**src/rtl/eirq_pkg.sv**
```systemverilog
package eirq_pkg;
    localparam int AW = 8;
    localparam int DW = 32;
    localparam logic [AW-1:0] OFS_SET    = 8'h00;
    localparam logic [AW-1:0] OFS_RESET  = 8'h04;
    localparam logic [AW-1:0] OFS_MASK   = 8'h08;
    localparam logic [AW-1:0] OFS_STATUS = 8'h0C;
    localparam logic [AW-1:0] OFS_CLEAR  = 8'h10;
    localparam logic [AW-1:0] OFS_MODE   = 8'h14;
    localparam logic [AW-1:0] OFS_EDGE   = 8'h18;
    localparam logic [AW-1:0] OFS_LEVEL  = 8'h1C;
    localparam logic [AW-1:0] OFS_NMI    = 8'h24;
endpackage

```
**src/rtl/eirq_sync.sv**
```systemverilog
module eirq_sync #(
    parameter int W = 8
) (
    input  logic         clk,
    input  logic         rst_n,
    input  logic [W-1:0] async_in,
    output logic [W-1:0] sync_out
);
    typedef struct packed {
        logic [W-1:0] stage1;
        logic [W-1:0] stage2;
    } sync_t;

    sync_t s_d, s_q;

    always_comb begin
        s_d        = s_q;
        s_d.stage1 = async_in;
        s_d.stage2 = s_q.stage1;
    end

    always_ff @(posedge clk or negedge rst_n) begin
        if (!rst_n) s_q <= '0;
        else        s_q <= s_d;
    end

    assign sync_out = s_q.stage2;
endmodule

```
**src/rtl/eirq_detect.sv**
```systemverilog
module eirq_detect #(
    parameter int W = 8
) (
    input  logic         clk,
    input  logic         rst_n,
    input  logic [W-1:0] line_s,
    input  logic [W-1:0] mode_lvl,
    input  logic [W-1:0] edge_rise,
    input  logic [W-1:0] lvl_high,
    output logic [W-1:0] evt
);
    logic [W-1:0] prev_d, prev_q;

    always_comb begin
        prev_d = line_s;
    end

    always_ff @(posedge clk or negedge rst_n) begin
        if (!rst_n) prev_q <= '0;
        else        prev_q <= prev_d;
    end

    for (genvar i = 0; i < W; i++) begin : g_line
        logic rise, fall, active;
        assign rise   = line_s[i] & ~prev_q[i];
        assign fall   = ~line_s[i] & prev_q[i];
        assign active = lvl_high[i] ? line_s[i] : ~line_s[i];
        assign evt[i] = mode_lvl[i] ? active : (edge_rise[i] ? rise : fall);
    end

    // an edge-sensed event implies the synchronized line moved this cycle
    assert_edge_R4: assert property (@(posedge clk) disable iff (!rst_n)
        ((evt & ~mode_lvl & (line_s ^ prev_q)) == (evt & ~mode_lvl)));
endmodule

```
**src/rtl/eirq_regfile.sv**
```systemverilog
module eirq_regfile #(
    parameter int W = 8
) (
    input  logic                     clk,
    input  logic                     rst_n,
    input  logic [eirq_pkg::AW-1:0]  addr,
    input  logic                     we,
    input  logic [eirq_pkg::DW-1:0]  wdata,
    input  logic [W-1:0]             evt,
    output logic [W-1:0]             mask_o,
    output logic [W-1:0]             status_o,
    output logic [W-1:0]             mode_o,
    output logic [W-1:0]             edge_o,
    output logic [W-1:0]             level_o,
    output logic                     nmi_o,
    output logic [eirq_pkg::DW-1:0]  rdata
);
    import eirq_pkg::*;

    typedef struct packed {
        logic [W-1:0] mask;
        logic [W-1:0] status;
        logic [W-1:0] mode;
        logic [W-1:0] edge_sel;
        logic [W-1:0] level;
        logic         nmi;
    } regs_t;

    regs_t r_d, r_q;
    logic [W-1:0] wbits;
    logic [W-1:0] clr;

    assign wbits = wdata[W-1:0];

    function automatic logic [DW-1:0] widen(input logic [W-1:0] v);
        logic [DW-1:0] r;
        r = '0;
        r[W-1:0] = v;
        return r;
    endfunction

    always_comb begin
        r_d = r_q;
        clr = '0;
        if (we) begin
            case (addr)
                OFS_SET:   r_d.mask     = r_q.mask | wbits;
                OFS_RESET: r_d.mask     = r_q.mask & ~wbits;
                OFS_CLEAR: clr          = wbits;
                OFS_MODE:  r_d.mode     = wbits;
                OFS_EDGE:  r_d.edge_sel = wbits;
                OFS_LEVEL: r_d.level    = wbits;
                OFS_NMI:   r_d.nmi      = wdata[0];
                default:   ;
            endcase
        end
        r_d.status = (r_q.status & ~clr) | evt;
    end

    always_ff @(posedge clk or negedge rst_n) begin
        if (!rst_n) r_q <= '0;
        else        r_q <= r_d;
    end

    always_comb begin
        case (addr)
            OFS_MASK:   rdata = widen(r_q.mask);
            OFS_STATUS: rdata = widen(r_q.status);
            OFS_MODE:   rdata = widen(r_q.mode);
            OFS_EDGE:   rdata = widen(r_q.edge_sel);
            OFS_LEVEL:  rdata = widen(r_q.level);
            OFS_NMI:    rdata = {{(DW-1){1'b0}}, r_q.nmi};
            default:    rdata = '0;
        endcase
    end

    assign mask_o   = r_q.mask;
    assign status_o = r_q.status;
    assign mode_o   = r_q.mode;
    assign edge_o   = r_q.edge_sel;
    assign level_o  = r_q.level;
    assign nmi_o    = r_q.nmi;

    // ones written to the set port appear in the mask
    assert_mask_set_R2: assert property (@(posedge clk) disable iff (!rst_n)
        ($past(we) && $past(addr) == OFS_SET) |-> ((mask_o & $past(wbits)) == $past(wbits)));
    // ones written to the reset port are gone from the mask
    assert_mask_reset_R2: assert property (@(posedge clk) disable iff (!rst_n)
        ($past(we) && $past(addr) == OFS_RESET) |-> ((mask_o & $past(wbits)) == '0));
    // a cleared bit without a coincident event reads 0 afterwards
    assert_clear_R3: assert property (@(posedge clk) disable iff (!rst_n)
        ($past(we) && $past(addr) == OFS_CLEAR) |-> ((status_o & $past(wbits) & ~$past(evt)) == '0));
    // the NMI enable follows bit 0 of a control write
    assert_nmi_R8: assert property (@(posedge clk) disable iff (!rst_n)
        ($past(we) && $past(addr) == OFS_NMI) |-> (nmi_o == $past(wdata[0])));
endmodule

```
**src/rtl/eirq_ctrl.sv**
```systemverilog
module eirq_ctrl #(
    parameter int NLINES = 8
) (
    input  logic                     clk,
    input  logic                     rst_n,
    input  logic [eirq_pkg::AW-1:0]  bus_addr,
    input  logic                     bus_we,
    input  logic [eirq_pkg::DW-1:0]  bus_wdata,
    output logic [eirq_pkg::DW-1:0]  bus_rdata,
    input  logic [NLINES-1:0]        irq_lines,
    output logic                     irq_out,
    output logic                     nmi_en
);
    logic [NLINES-1:0] line_s, evt;
    logic [NLINES-1:0] mask_q, status_q, mode_q, edge_q, level_q;

    eirq_sync #(.W(NLINES)) u_sync (
        .clk(clk), .rst_n(rst_n), .async_in(irq_lines), .sync_out(line_s)
    );

    eirq_detect #(.W(NLINES)) u_detect (
        .clk(clk), .rst_n(rst_n), .line_s(line_s), .mode_lvl(mode_q),
        .edge_rise(edge_q), .lvl_high(level_q), .evt(evt)
    );

    eirq_regfile #(.W(NLINES)) u_regs (
        .clk(clk), .rst_n(rst_n), .addr(bus_addr), .we(bus_we), .wdata(bus_wdata),
        .evt(evt), .mask_o(mask_q), .status_o(status_q), .mode_o(mode_q),
        .edge_o(edge_q), .level_o(level_q), .nmi_o(nmi_en), .rdata(bus_rdata)
    );

    assign irq_out = |(status_q & mask_q);

    // every detected event is latched in status on the next edge
    assert_latch_R5: assert property (@(posedge clk) disable iff (!rst_n)
        ((status_q & $past(evt)) == $past(evt)));
    // with the mask empty no request leaves the block
    assert_quiet_R7: assert property (@(posedge clk) disable iff (!rst_n)
        (mask_q == '0) |-> !irq_out);
endmodule

```
**config.mk**
```make
export PLATFORM = sky130hd
export DESIGN_NAME = eirq_ctrl
export DESIGN_NICKNAME = d
export VERILOG_FILES = /design/src/rtl/eirq_pkg.sv /design/src/rtl/eirq_sync.sv /design/src/rtl/eirq_detect.sv /design/src/rtl/eirq_regfile.sv /design/src/rtl/eirq_ctrl.sv
export SDC_FILE = /design/constraint.sdc
export NUM_CORES = 1
export LEC_CHECK = 0
export ABC_AREA = 1
export BUFFER_PORTS_ARGS = -buffer_cell sky130_fd_sc_hd__buf_2
export CORE_ASPECT_RATIO = 1.4
export CORE_MARGIN = 10
export CORE_UTILIZATION = 25
export DETAILED_ROUTE_END_ITERATION = 6
export GPL_TIMING_DRIVEN = 1
export PLACE_DENSITY_LB_ADDON = 0.12
export SLEW_MARGIN = 20
export SYNTH_ARGS = -nofsm -noshare
export SYNTH_HDL_FRONTEND = slang
export SYNTH_SLANG_ARGS = --single-unit
```
**constraint.sdc**
```tcl
create_clock -name clk -period 1.1 [get_ports clk]
set_input_delay 0 -clock clk [delete_from_list [all_inputs] [get_ports clk]]
set_output_delay 0 -clock clk [all_outputs]
set_load 0.01 [all_outputs]
```
# Yosys cells after proc, flatten, opt, wreduce, memory -nomap -nowiden
# Cells that the tools add are included.
[classes]
eq_ne = 8
n_mux = 28
bitwise_logic = 39
n_reduce_logical = 8
[op_table]
columns = ["cell", "n"]
rows = [
  ["case mux 8 bit (6 select lines)", 1],
  ["== test 8 x 5 -> 1 bit (second input constant)", 4],
  ["AND 8 bit", 3],
  ["two-way mux 1 bit", 24],
  ["AND 1 bit", 16],
  ["== test 8 x 4 -> 1 bit (second input constant)", 2],
  ["two-way mux 8 bit", 2],
  ["NOT 1 bit", 16],
  ["NOT 8 bit", 2],
  ["OR 8 bit", 2],
  ["case mux 8 bit (2 select lines)", 1],
  ["AND reduction 2 bit", 5],
  ["== test 8 x 3 -> 1 bit (second input constant)", 1],
  ["== test 8 x 6 -> 1 bit (second input constant)", 1],
  ["zero test 8 bit", 1],
  ["OR reduction 8 bit", 1],
  ["nonzero test 2 bit", 1],
]
[totals]
reg_bits = 65
inputBits = 51
output_inout_bits = 34
elab_cells = 92

# Logic depth before layout (Yosys ltp)
[depth]
word_depth = 6
depth_mapped = 8
depth_no_buf = 8

# Cells and area by module
# Synthesis repeated with hierarchy kept, for this count alone.
[unflattened]
cells_unflattened = 470
hier_area_um2 = 3597.2
[by_module_without_submodules]
columns = ["module", "instances", "cells_each", "area_each_um2", "seq_area_each_um2"]
rows = [
  ["eirq_regfile", 1, 344, 2555.0, 1026.0],
  ["eirq_detect", 1, 95, 585.6, 200.2],
  ["eirq_sync", 1, 16, 400.4, 400.4],
  ["eirq_ctrl", 1, 15, 56.3, 0.0],
]

# Least setup slack after synthesis
# OpenSTA, ideal clock, no wires.
[synth_path]
path_type = "input to register"
start = "input port bus_addr[0] (netlist name)"
end = "register u_regs.r_q, in the netlist u_regs.mode_o[2]"
setup_time_ps = 127
arrival_time_ps = 760
required_ps = 973
path_slack_ps = 213
stages = 7
n_path_buf = 1
path_cell_list = "inv_1 -> nand2_4 -> nor2_4 -> nand2_4 -> nor2_4 -> buf_6 -> o21ai_0"
[synth_between]
elab_chain_cells = 2
[synth_rtl]
columns = ["item", "line_no", "rtl"]
rows = [
  ["from (decl)", "eirq_ctrl.sv:6", "input logic [eirq_pkg::AW-1:0] bus_addr,"],
  ["== test 8 x 5 -> 1 bit", "eirq_regfile.sv:46", "case (addr)"],
  ["AND reduction 2 bit (no source line)", "n/a", ""],
  ["to (signal assigned)", "eirq_regfile.sv:62", "else r_q <= r_d;"],
  ["to (decl)", "eirq_regfile.sv:29", "regs_t r_d, r_q;"],
]
# Every way passes these cells.
# A chain may end at the register's enable or synchronous reset.

==> metrics.md <==
| Metric | Value |
|---|---|
| Initial antenna violation count | 0 |
| Int Power | 4665 uW |
| TritonCTS buffer count | 9 |
| DR top layer | met4 |
| GRT overflow | 0 |
| Max VDD drop | 789.2 uV |
| Max cap viols | 0 |
| Avg Cell Area, Syn | 8.186 sq um |
| Most frequent cells in the layout | 94 x nand2_1, 65 x dfrtp_1, 50 x inv_1, 39 x buf_4, 36 x nor2_1 |
| P_leak | 0.002403 uW |
| Met2 wire len | 4605 um |
| Layout cells sized above 1 | 0.2424 |
| Part of the power in registers | 0.423 |
| Initial Util | 0.2568 |
| Layout filler cell count | 1424 |
| Total wire length | 9550 um |
| Status | complete, but fails checks |
| CP max FO | 2 |
| Setup TNS | -0.6374 ns |
| Critical setup path kind | flop to output pin |
| CTS tree | yes |
| DIE AREA | 18990 sq um |
| Critical-path cell list | a22o_1 > nor2_2 > nand2_1 > buf_2 |
| H-tree depth | 3 |
| Post-DR vias/cell | 4.135 |
| Detail Placement HPWL | 6951 um |
| Die H | 159.1 um |
| Routed wire length per instance | 13.53 um |
| Cells after Synth | 422 |
| Yosys warning count | 0 |
| Final Cell Area | 4572 sq um |
| Final #Nets | 571 |
| Area delta synth->final | 32.34% |
| Worst Hold Class | input port to flop |
| Reg clk slew, reported paths | 0.06 ns |
| Worst setup SP type | flop |
| Clock Skew | 0.007907 ns |
| Chip width | 119.4 um |
| Slowest stage cell, crit path | dfrtp_1 |
| Switching Fraction | 0.2410 |
| Worst hold slack | 0.1020 ns |
| Share of the yosys chip area belonging to registers | 0.4708 |
| Tot Pwr | 6146 uW |
| Crit end category | output pin |
| Synthesized area | 3455 sq um |
| Comb pwr share | 0.111 |
| Period Utilization, post-route | 1.215 |
| Port Buffer Count | 36 |
| Cells after DPL | 661 |
| CP Data Required Time | 1.10 ns |
| Core Region | 13450 sq um |
| Vias in the first global route | 2961 |
| Hold Path Depth | 5 |
| Met1 wire length | 4117 um |
| R2R Setup Slk | 0.11 ns |
| Cell taking the most area after synthesis | dfrtp_1 |
| Tmin final | 1.336 ns |
| CP arrival | 1.34 ns |
| Hold Fails Final Rpt | 0 |
| Synth top area share | 0.4708 |
| Insertion delay to the later sink of the worst-skew pair | 0.33 ns |
| Clock tree buffer depth | 2 |
| Unique masters post-synth | 26 |
| Tot GR Track Use | 0.1028 |
| Placed Area | 3966 sq um |
| Setup Viol. Count Final | 9 |
| I/O pin count | 85 |
| RSZ-0062 raised after global routing | true |
| Worst Hold Launch | bus_addr[5] |
| Reg2Reg Depth | 5 |
| Vias | 2919 |
| CP max stage delay | 0.39 ns |
| Commonest non-fill, non-tap cell in the layout | nand2_1 |
| Maximum clock frequency | 748.3 MHz |
| Power density cells | 1344 nW/um^2 |
| Gpl congestion | 0.7702 |
| WL met3 | 646 um |
| Pre-antenna DRT Iters | 4 |
| TritonCTS Sinks | 65 |
| Final cell count without fillers | 706 |
| DRT iter0 DRCs | 122 |
| Pin count of the biggest net entering global routing | 66 |
| CTS root buf | clkbuf_16 |
| Failing checks | setup timing |
| RR Startpoint | u_regs.level_o[6] |
| Synth area leaders | dfrtp_1 47%, nand2_1 10%, inv_1 6.2% |
| Diodes inserted | 0 |
| FF+latch count, synth | 65 |
| Clk network pwr share | 0.467 |
| Final Max Slew Viols | 0 |
| Num rows | 50 |
| Net Sw Power | 1481 uW |
| ANT nets after route | 0 |
| Slack of the critical path | -0.2364 ns |
| Global-route wire length before repair | 15640 um |
| DRC errors left | 0 |
==> worst max-delay path: cells and delay by family (launching register included) <==
| kind | cells | cell delay (ns) |
|---|---|---|
| compound gates | 1 | 0.25 |
| flops | 1 | 0.39 |
| buf+inv | 1 | 0.14 |
| simple gates | 2 | 0.24 |
==> cells in the mapped netlist (all sizes together) <==
cell	number
nand3b	8
o22ai	1
xor2	5
nand3	34
inv	59
a22o	3
nor2	45
conb	1
o21a	2
o21bai	5
a21oi	12
o21ai	46
nor3	1
buf	33
dfrtp	65
nand2	102
==> kinds of logic (layout without fill, tap and decap cells) <==
group	after synthesis	after routing	share of synthesized area
AO/OA/AOI/OAI	69	69	0.1130
AND/OR/NAND/NOR	190	190	0.2651
buffers and inverters	92	171	0.1373
other	1	24	0.001086
flip-flops	65	65	0.4708
XOR/XNOR	5	5	0.01268
==> timing repair <==
action | CTS | global route
gates resized for setup | 10 | 13
hold buffers | 17 | 0
endpoints found under the setup margin | 9 | 10
endpoints found under the hold margin | 95 | 0
cloned | 0 | 0
buffers inserted | 8 | 5
pin swaps | 2 | 12
==> per-layer routing <==
| layer | global-route usage | up-vias |
|---|---|---|
| met5 | 0 | - |
| met4 | 0.04070 | 0 |
| met3 | 0.03438 | 11 |
| met2 | 0.1677 | 82 |
| met1 | 0.1210 | 1353 |
| li1 | - | 1473 |
==> worst paths after layout <==
path | endpoint
worst max register to register | u_regs.status_o[6]
worst max-delay path | irq_out
worst min register to register | u_sync.sync_out[1]
min in group asynchronous | u_regs.level_o[3]
max in group asynchronous | u_regs.edge_o[5]
worst min-delay path | u_regs.nmi_o
==> through the flow <==
| stage | worst slack (ns) | util |
|---|---|---|
| after floorplan | 0.2128 | - |
| after global placement | -0.06681 | 0.2949 |
| after detailed placement | -0.04527 | 0.2949 |
| after CTS | -0.2420 | 0.3346 |
| after global routing | -0.2772 | 0.3399 |
| final | -0.2364 | 0.3399 |
==> final cells by class <==
cell class	instances	area (sq um)	share of cell area
well taps	182	227.7	0.04981
flip-flops and latches	65	1627	0.3558
inverters	59	221.5	0.04844
multi-input cells	288	1455	0.3183
repair buffers	97	744.5	0.1628
clock inverters	3	40.04	0.008758
clock buffers	12	256.5	0.05610
==> power by group through the flow <==
stage / logic, uW / clock network, uW / registers (uW)
floorplan: 402 / 0 / 2620
global placement: 576 / 0 / 2640
detailed placement: 581 / 0 / 2640
CTS: 666 / 2960 / 2600
global route: 770 / 3060 / 2610
finish: 680 / 2870 / 2600
Power figures use the tool's default switching activity.
